$ cat config.mk
export PLATFORM = sky130hd
export DESIGN_NAME = audio_dma
export DESIGN_NICKNAME = d
export VERILOG_FILES = /design/src/rtl/audio_dma_pkg.sv /design/src/rtl/audio_dma_chan.sv /design/src/rtl/audio_dma_arb.sv /design/src/rtl/audio_dma.sv
export SDC_FILE = /design/constraint.sdc
export NUM_CORES = 1
export LEC_CHECK = 0
export BUFFER_PORTS_ARGS = -buffer_cell sky130_fd_sc_hd__buf_2
export CORE_ASPECT_RATIO = 0.6
export CORE_UTILIZATION = 32
export CTS_BUF_LIST = sky130_fd_sc_hd__clkbuf_16
export DETAILED_ROUTE_END_ITERATION = 16
export SYNTH_ARGS = -nofsm -noshare
export SYNTH_HDL_FRONTEND = slang
export SYNTH_SLANG_ARGS = --single-unit
$ cat constraint.sdc
create_clock -name clk -period 6.15 [get_ports clk]
set_clock_uncertainty 0.05 [all_clocks]
set_input_delay 0.9225 -clock clk [delete_from_list [all_inputs] [get_ports clk]]
set_output_delay 0.9225 -clock clk [all_outputs]
set_load 0.01 [all_outputs]
$ cat src/rtl/audio_dma_pkg.sv
package audio_dma_pkg;

    typedef enum logic [1:0] {
        ARB_IDLE  = 2'd0,
        ARB_FETCH = 2'd1,
        ARB_STORE = 2'd2
    } arb_state_e;

    localparam int NUM_CH      = 2;
    localparam int CH_PLAY     = 0;
    localparam int CH_CAP      = 1;

    // register bank layout: channel c occupies BANK_FIRST + c*BANK_STRIDE + field
    localparam int BANK_FIRST  = 4;
    localparam int BANK_STRIDE = 4;
    localparam int FLD_CTRL    = 0;
    localparam int FLD_ADDR    = 1;
    localparam int FLD_LEFT    = 2;

endpackage

$ cat src/rtl/audio_dma_chan.sv
module audio_dma_chan #(
    parameter int DW         = 32,
    parameter int WORD_BYTES = 4
) (
    input  logic          clk,
    input  logic          rst_n,
    input  logic          wr_ctrl,
    input  logic          wr_addr,
    input  logic          wr_left,
    input  logic [DW-1:0] wdata,
    input  logic          step,
    output logic          en,
    output logic [DW-1:0] addr,
    output logic [DW-1:0] left,
    output logic          irq
);
    localparam logic [DW-1:0] WB = DW'(WORD_BYTES);

    logic [DW-1:0] moved;

    always_comb begin
        moved = (left < WB) ? left : WB;
    end

    always_ff @(posedge clk or negedge rst_n) begin
        if (!rst_n) begin
            en   <= 1'b0;
            addr <= '0;
            left <= '0;
            irq  <= 1'b0;
        end else begin
            if (wr_ctrl) en <= wdata[0];

            if (wr_addr)   addr <= wdata;
            else if (step) addr <= addr + moved;

            if (wr_left)   left <= wdata;
            else if (step) left <= left - moved;

            irq <= step && en && !wr_left && (moved != '0) && (left == moved);
        end
    end
endmodule

$ cat src/rtl/audio_dma_arb.sv
module audio_dma_arb
    import audio_dma_pkg::*;
(
    input  logic       clk,
    input  logic       rst_n,
    input  logic       play_want,
    input  logic       cap_want,
    input  logic       mem_ack,
    output arb_state_e state,
    output logic       mem_req,
    output logic       mem_we,
    output logic       launch_play,
    output logic       launch_cap,
    output logic       play_step,
    output logic       cap_step
);
    arb_state_e nxt;

    always_comb begin
        nxt = state;
        unique case (state)
            ARB_IDLE: begin
                if (play_want)     nxt = ARB_FETCH;
                else if (cap_want) nxt = ARB_STORE;
            end
            ARB_FETCH: if (mem_ack) nxt = ARB_IDLE;
            ARB_STORE: if (mem_ack) nxt = ARB_IDLE;
            default:   nxt = ARB_IDLE;
        endcase
    end

    always_ff @(posedge clk or negedge rst_n) begin
        if (!rst_n) state <= ARB_IDLE;
        else        state <= nxt;
    end

    always_comb begin
        mem_req     = (state != ARB_IDLE);
        mem_we      = (state == ARB_STORE);
        launch_play = (state == ARB_IDLE) && play_want;
        launch_cap  = (state == ARB_IDLE) && !play_want && cap_want;
        play_step   = (state == ARB_FETCH) && mem_ack;
        cap_step    = (state == ARB_STORE) && mem_ack;
    end
endmodule

$ cat src/rtl/audio_dma.sv
module audio_dma
    import audio_dma_pkg::*;
#(
    parameter int DW = 32,
    parameter int IW = 4
) (
    input  logic          clk,
    input  logic          rst_n,
    input  logic          reg_we,
    input  logic [IW-1:0] reg_idx,
    input  logic [DW-1:0] reg_wdata,
    output logic [DW-1:0] reg_rdata,
    output logic          mem_req,
    output logic          mem_we,
    output logic [DW-1:0] mem_addr,
    output logic [DW-1:0] mem_wdata,
    input  logic [DW-1:0] mem_rdata,
    input  logic          mem_ack,
    output logic          play_valid,
    input  logic          play_ready,
    output logic [DW-1:0] play_data,
    input  logic          cap_valid,
    output logic          cap_ready,
    input  logic [DW-1:0] cap_data,
    output logic          irq_play,
    output logic          irq_cap
);
    localparam int WORD_BYTES = DW / 8;

    logic [NUM_CH-1:0] wr_ctrl, wr_addr, wr_left, ch_en, ch_irq, ch_step;
    logic [DW-1:0]     ch_addr [NUM_CH];
    logic [DW-1:0]     ch_rem  [NUM_CH];

    arb_state_e    arb_state;
    logic          play_want, cap_want, launch_play, launch_cap;
    logic          cap_full;
    logic [DW-1:0] cap_buf, req_addr;

    for (genvar g = 0; g < NUM_CH; g++) begin : g_ch
        localparam int BASE = BANK_FIRST + g * BANK_STRIDE;

        assign wr_ctrl[g] = reg_we && (reg_idx == IW'(BASE + FLD_CTRL));
        assign wr_addr[g] = reg_we && (reg_idx == IW'(BASE + FLD_ADDR));
        assign wr_left[g] = reg_we && (reg_idx == IW'(BASE + FLD_LEFT));

        audio_dma_chan #(.DW(DW), .WORD_BYTES(WORD_BYTES)) u_chan (
            .clk     (clk),
            .rst_n   (rst_n),
            .wr_ctrl (wr_ctrl[g]),
            .wr_addr (wr_addr[g]),
            .wr_left (wr_left[g]),
            .wdata   (reg_wdata),
            .step    (ch_step[g]),
            .en      (ch_en[g]),
            .addr    (ch_addr[g]),
            .left    (ch_rem[g]),
            .irq     (ch_irq[g])
        );
    end

    always_comb begin
        reg_rdata = '0;
        for (int c = 0; c < NUM_CH; c++) begin
            if (reg_idx == IW'(BANK_FIRST + c * BANK_STRIDE + FLD_CTRL))
                reg_rdata = {{(DW-1){1'b0}}, ch_en[c]};
            if (reg_idx == IW'(BANK_FIRST + c * BANK_STRIDE + FLD_ADDR))
                reg_rdata = ch_addr[c];
            if (reg_idx == IW'(BANK_FIRST + c * BANK_STRIDE + FLD_LEFT))
                reg_rdata = ch_rem[c];
        end
    end

    // playback wants a word when its output slot is empty or draining this cycle
    assign play_want = ch_en[CH_PLAY] && (ch_rem[CH_PLAY] != '0) &&
                       (!play_valid || play_ready);
    assign cap_want  = ch_en[CH_CAP] && (ch_rem[CH_CAP] != '0) && cap_full;
    assign cap_ready = ch_en[CH_CAP] && (ch_rem[CH_CAP] != '0) && !cap_full;

    audio_dma_arb u_arb (
        .clk         (clk),
        .rst_n       (rst_n),
        .play_want   (play_want),
        .cap_want    (cap_want),
        .mem_ack     (mem_ack),
        .state       (arb_state),
        .mem_req     (mem_req),
        .mem_we      (mem_we),
        .launch_play (launch_play),
        .launch_cap  (launch_cap),
        .play_step   (ch_step[CH_PLAY]),
        .cap_step    (ch_step[CH_CAP])
    );

    always_ff @(posedge clk or negedge rst_n) begin
        if (!rst_n) begin
            req_addr   <= '0;
            play_valid <= 1'b0;
            play_data  <= '0;
            cap_full   <= 1'b0;
            cap_buf    <= '0;
        end else begin
            if (launch_play)     req_addr <= ch_addr[CH_PLAY];
            else if (launch_cap) req_addr <= ch_addr[CH_CAP];

            if (ch_step[CH_PLAY]) begin
                play_valid <= 1'b1;
                play_data  <= mem_rdata;
            end else if (play_ready) begin
                play_valid <= 1'b0;
            end

            if (cap_valid && cap_ready) begin
                cap_full <= 1'b1;
                cap_buf  <= cap_data;
            end else if (ch_step[CH_CAP]) begin
                cap_full <= 1'b0;
            end
        end
    end

    assign mem_addr  = req_addr;
    assign mem_wdata = cap_buf;
    assign irq_play  = ch_irq[CH_PLAY];
    assign irq_cap   = ch_irq[CH_CAP];

endmodule

==> impl_metrics.json <==
{
  "status": "complete, no violations",
  "insertion_delay_ns": 0.56,
  "antenna_found_initial": 0,
  "postCtsSetupRepairBufs": 0,
  "start_kind": "flop",
  "dr.pass1.iters": 7,
  "routedWlPerCell_um": 19.9,
  "ys_warn_count": 0,
  "dieHeight_um": 168,
  "drt_wl_total_mm": 51.9,
  "critical_path.max_fanout": 6,
  "placed_cell_area_um2": 16800,
  "peakVddDrop_mv": 0.235,
  "ys_ff_latch": 232,
  "maxCapViolCount": 0,
  "cp_slowest_stage_delay_ns": 0.56,
  "cp-end-kind": "flop",
  "drc": 0,
  "grt_pass1_vias": 12900,
  "drive_gt1_share_pct": 18.4,
  "cts_buffers": 26,
  "worst_path_most_repeated_cell": "o21ai_0",
  "grt_pass1_wl_mm": 78.7,
  "port_buffers": 239,
  "ys_async_sr_fraction_pct": 100,
  "crit_chain": "or3_1, or4_4, nor4_4, nand2_2, nor2_2, and2_1, ha_1, inv_1, fa_1, nor2b_1, o31a_1, o31ai_1, a21oi_1, o21ai_0, buf_4, o21ai_0, a31oi_1, a211o_1",
  "overflow": 0,
  "fin_nets": 2146,
  "placementRows": 60,
  "final-setup-viol-count": 0,
  "cts-root-buf": "clkbuf_16",
  "synth_edf_count": 0,
  "gp_congestion": 0.979,
  "p_total_w": 0.00830,
  "required_ns": 6.55,
  "postRouteAntennaNets": 0,
  "critPathTopFamily": "simple AND/OR/NAND/NOR gates",
  "grt_start_max_net_pins": 110,
  "min_period_ns": 5.28,
  "initialDrtViolationCount": 1472,
  "maxSlewHeadroom_pct": 21.7,
  "io_pins": 240,
  "core-area_um2": 45100,
  "synth_top_cells_by_area": "dfrtp_1, nand2_1, ha_1",
  "fmax_ghz": 0.189,
  "yosysUniqueCellTypes": 79,
  "syn_area_um2": 14700,
  "critPathBufInv": 2,
  "initial_core_util_pct": 32.7,
  "cts_resized": 0,
  "yosys.area.top_type": "dfrtp_1",
  "die-area_um2": 47000,
  "cts_tree": "yes",
  "rsz0062_at_grt": "no",
  "hold_path_class": "in2async",
  "track_usage_pct": 21.5,
  "hold_buffers": 0,
  "synth_most_common_cell": "nand2_1",
  "h-tree-depth": 1,
  "yosysTopAreaCellShare_pct": 39.4,
  "min_period_over_period_pct": 85.9,
  "ys_seq_area_share_pct": 39.4,
  "path_class": "reg2reg",
  "ys.flop_type": "dfrtp_1",
  "dp_hpwl_mm": 38.8,
  "routed_via_density": 5.41,
  "fillers": 4631,
  "hold_violations": 0,
  "syn_to_final_growth_pct": 19.1,
  "die_w_um": 279,
  "tns_ns": 0,
  "clockBufferDepth": 3,
  "utilization_pct": 38.9,
  "hold_ws_ns": 0.326,
  "vias": 14100,
  "crit_arrival_ns": 5.68,
  "powerDensity_nw_per_um2": 473,
  "cts.sinks": 232,
  "synth_commonest_cells": "nand2_1, dfrtp_1, nor2_1",
  "worst_slew_pin_slew_ns": 1.17,
  "netlist_instances": 1725,
  "cp_slowest_cell": "or4_4",
  "clk_pin_slew_worst_paths_ns": 0.07,
  "stdcell_area_um2": 17600,
  "synth_area_per_cell_um2": 8.55,
  "power.leakage_nw": 8.29,
  "report.final.slew_viol_count": 0
}
## per-layer routing
metal  wire length [µm]  track usage [%]
met1              25000             33.1
met2              21700             31.1
met3               4270             3.93
met4                963             3.94
met5                  0                0
## cell type report
cell class	count	area [µm²]	area share, %
multi-input cells	1426	8700	49.5
flip-flops and latches	232	5810	33.1
repair buffers	261	1380	7.88
well taps	620	776	4.42
clock buffers	27	676	3.85
clock inverters	21	126	0.720
inverters	24	90.1	0.513
diodes	1	2.50	0.0143
## placed cells by master, fill, tap and decap left out, types with 7 or more instances in the layout
master	count
nor2b_1	8
nor4_1	12
or3_1	16
a221oi_1	14
nand4_1	9
clkbuf_16	27
o21ai_1	7
dfrtp_1	232
o21bai_1	9
nand2b_1	11
o21ai_0	121
buf_4	21
ha_1	67
or4_1	8
a222oi_1	20
o211ai_1	7
mux2_2	36
a31oi_1	32
buf_2	238
nand3_1	29
xor2_1	43
or2_2	7
inv_1	31
nand2_1	285
a21o_1	36
xnor2_1	42
mux2i_1	43
nor2_1	171
nor3b_1	7
a211oi_1	15
nor3_1	37
conb_1	58
and2_1	9
a21oi_1	157
and3_1	19
o21a_1	12
## logic make-up (layout without fill, tap and decap cells)
family	after synthesis	after routing	synth area share [%]
adder cells (fa/ha/maj)	69	69	5.96
other	2	59	0.0509
AO/OA/AOI/OAI	477	477	20.1
buffers and inverters	123	333	3.41
XOR/XNOR	85	85	5.05
AND/OR/NAND/NOR	658	658	20.4
flip-flops	232	232	39.4
multiplexers	79	79	5.67
## worst paths after layout
kind / to / slack [ns] / startpoint / depth (start not counted)
min in group clk: play_data[10] / 0.42 / play_data[10] / 2
min reg2reg: play_data[10] / 0.42 / play_data[10] / 2
max reg2reg: g_ch[1].u_chan.addr[24] / 0.87 / g_ch[1].u_chan.left[13] / 18
max: g_ch[1].u_chan.addr[24] / 0.87 / g_ch[1].u_chan.left[13] / 18
min: mem_addr[6] / 0.33 / rst_n / 1
max in group asynchronous: g_ch[1].u_chan.left[26] / 4.59 / rst_n / 2
## registers in the layout (all words and copies together) (netlist names)
signal	count
play_valid	1
cap_full	1
g_ch.u_chan.left	64
g_ch.u_chan.en	2
u_arb.state	2
mem_wdata	32
mem_addr	32
g_ch.u_chan.addr	64
play_data	32
g_ch.u_chan.irq	2
## worst reg2reg max path, stage by stage, from the launching register on
cell     delay, ns
dfrtp_1       0.42
or3_1         0.47
or4_4         0.56
nor4_4        0.47
nand2_2       0.16
nor2_2        0.22
and2_1        0.17
ha_1          0.20
inv_1         0.08
fa_1          0.39
nor2b_1       0.23
o31a_1        0.20
o31ai_1       0.12
a21oi_1       0.23
o21ai_0       0.13
buf_4         0.19
o21ai_0       0.40
a31oi_1       0.20
a211o_1       0.28
## through the flow
step                setup WS, ns  instances
CTS                        0.999       2611
floorplan                   1.68       1781
detailed placement          1.03       2563
global route               0.666       2611
global placement            1.10       2563
finish                     0.869       2612
## power by group
part	total, W	internal (W)	switching [W]	leakage (nW)
sequential	0.00290	0.00218	0.000713	2.85
clock	0.00152	0.000835	0.000689	0.418
combinational	0.00387	0.00161	0.00226	5.02
total	0.00830	0.00463	0.00367	8.29
No activity file was read; power rests on OpenSTA's default activity.
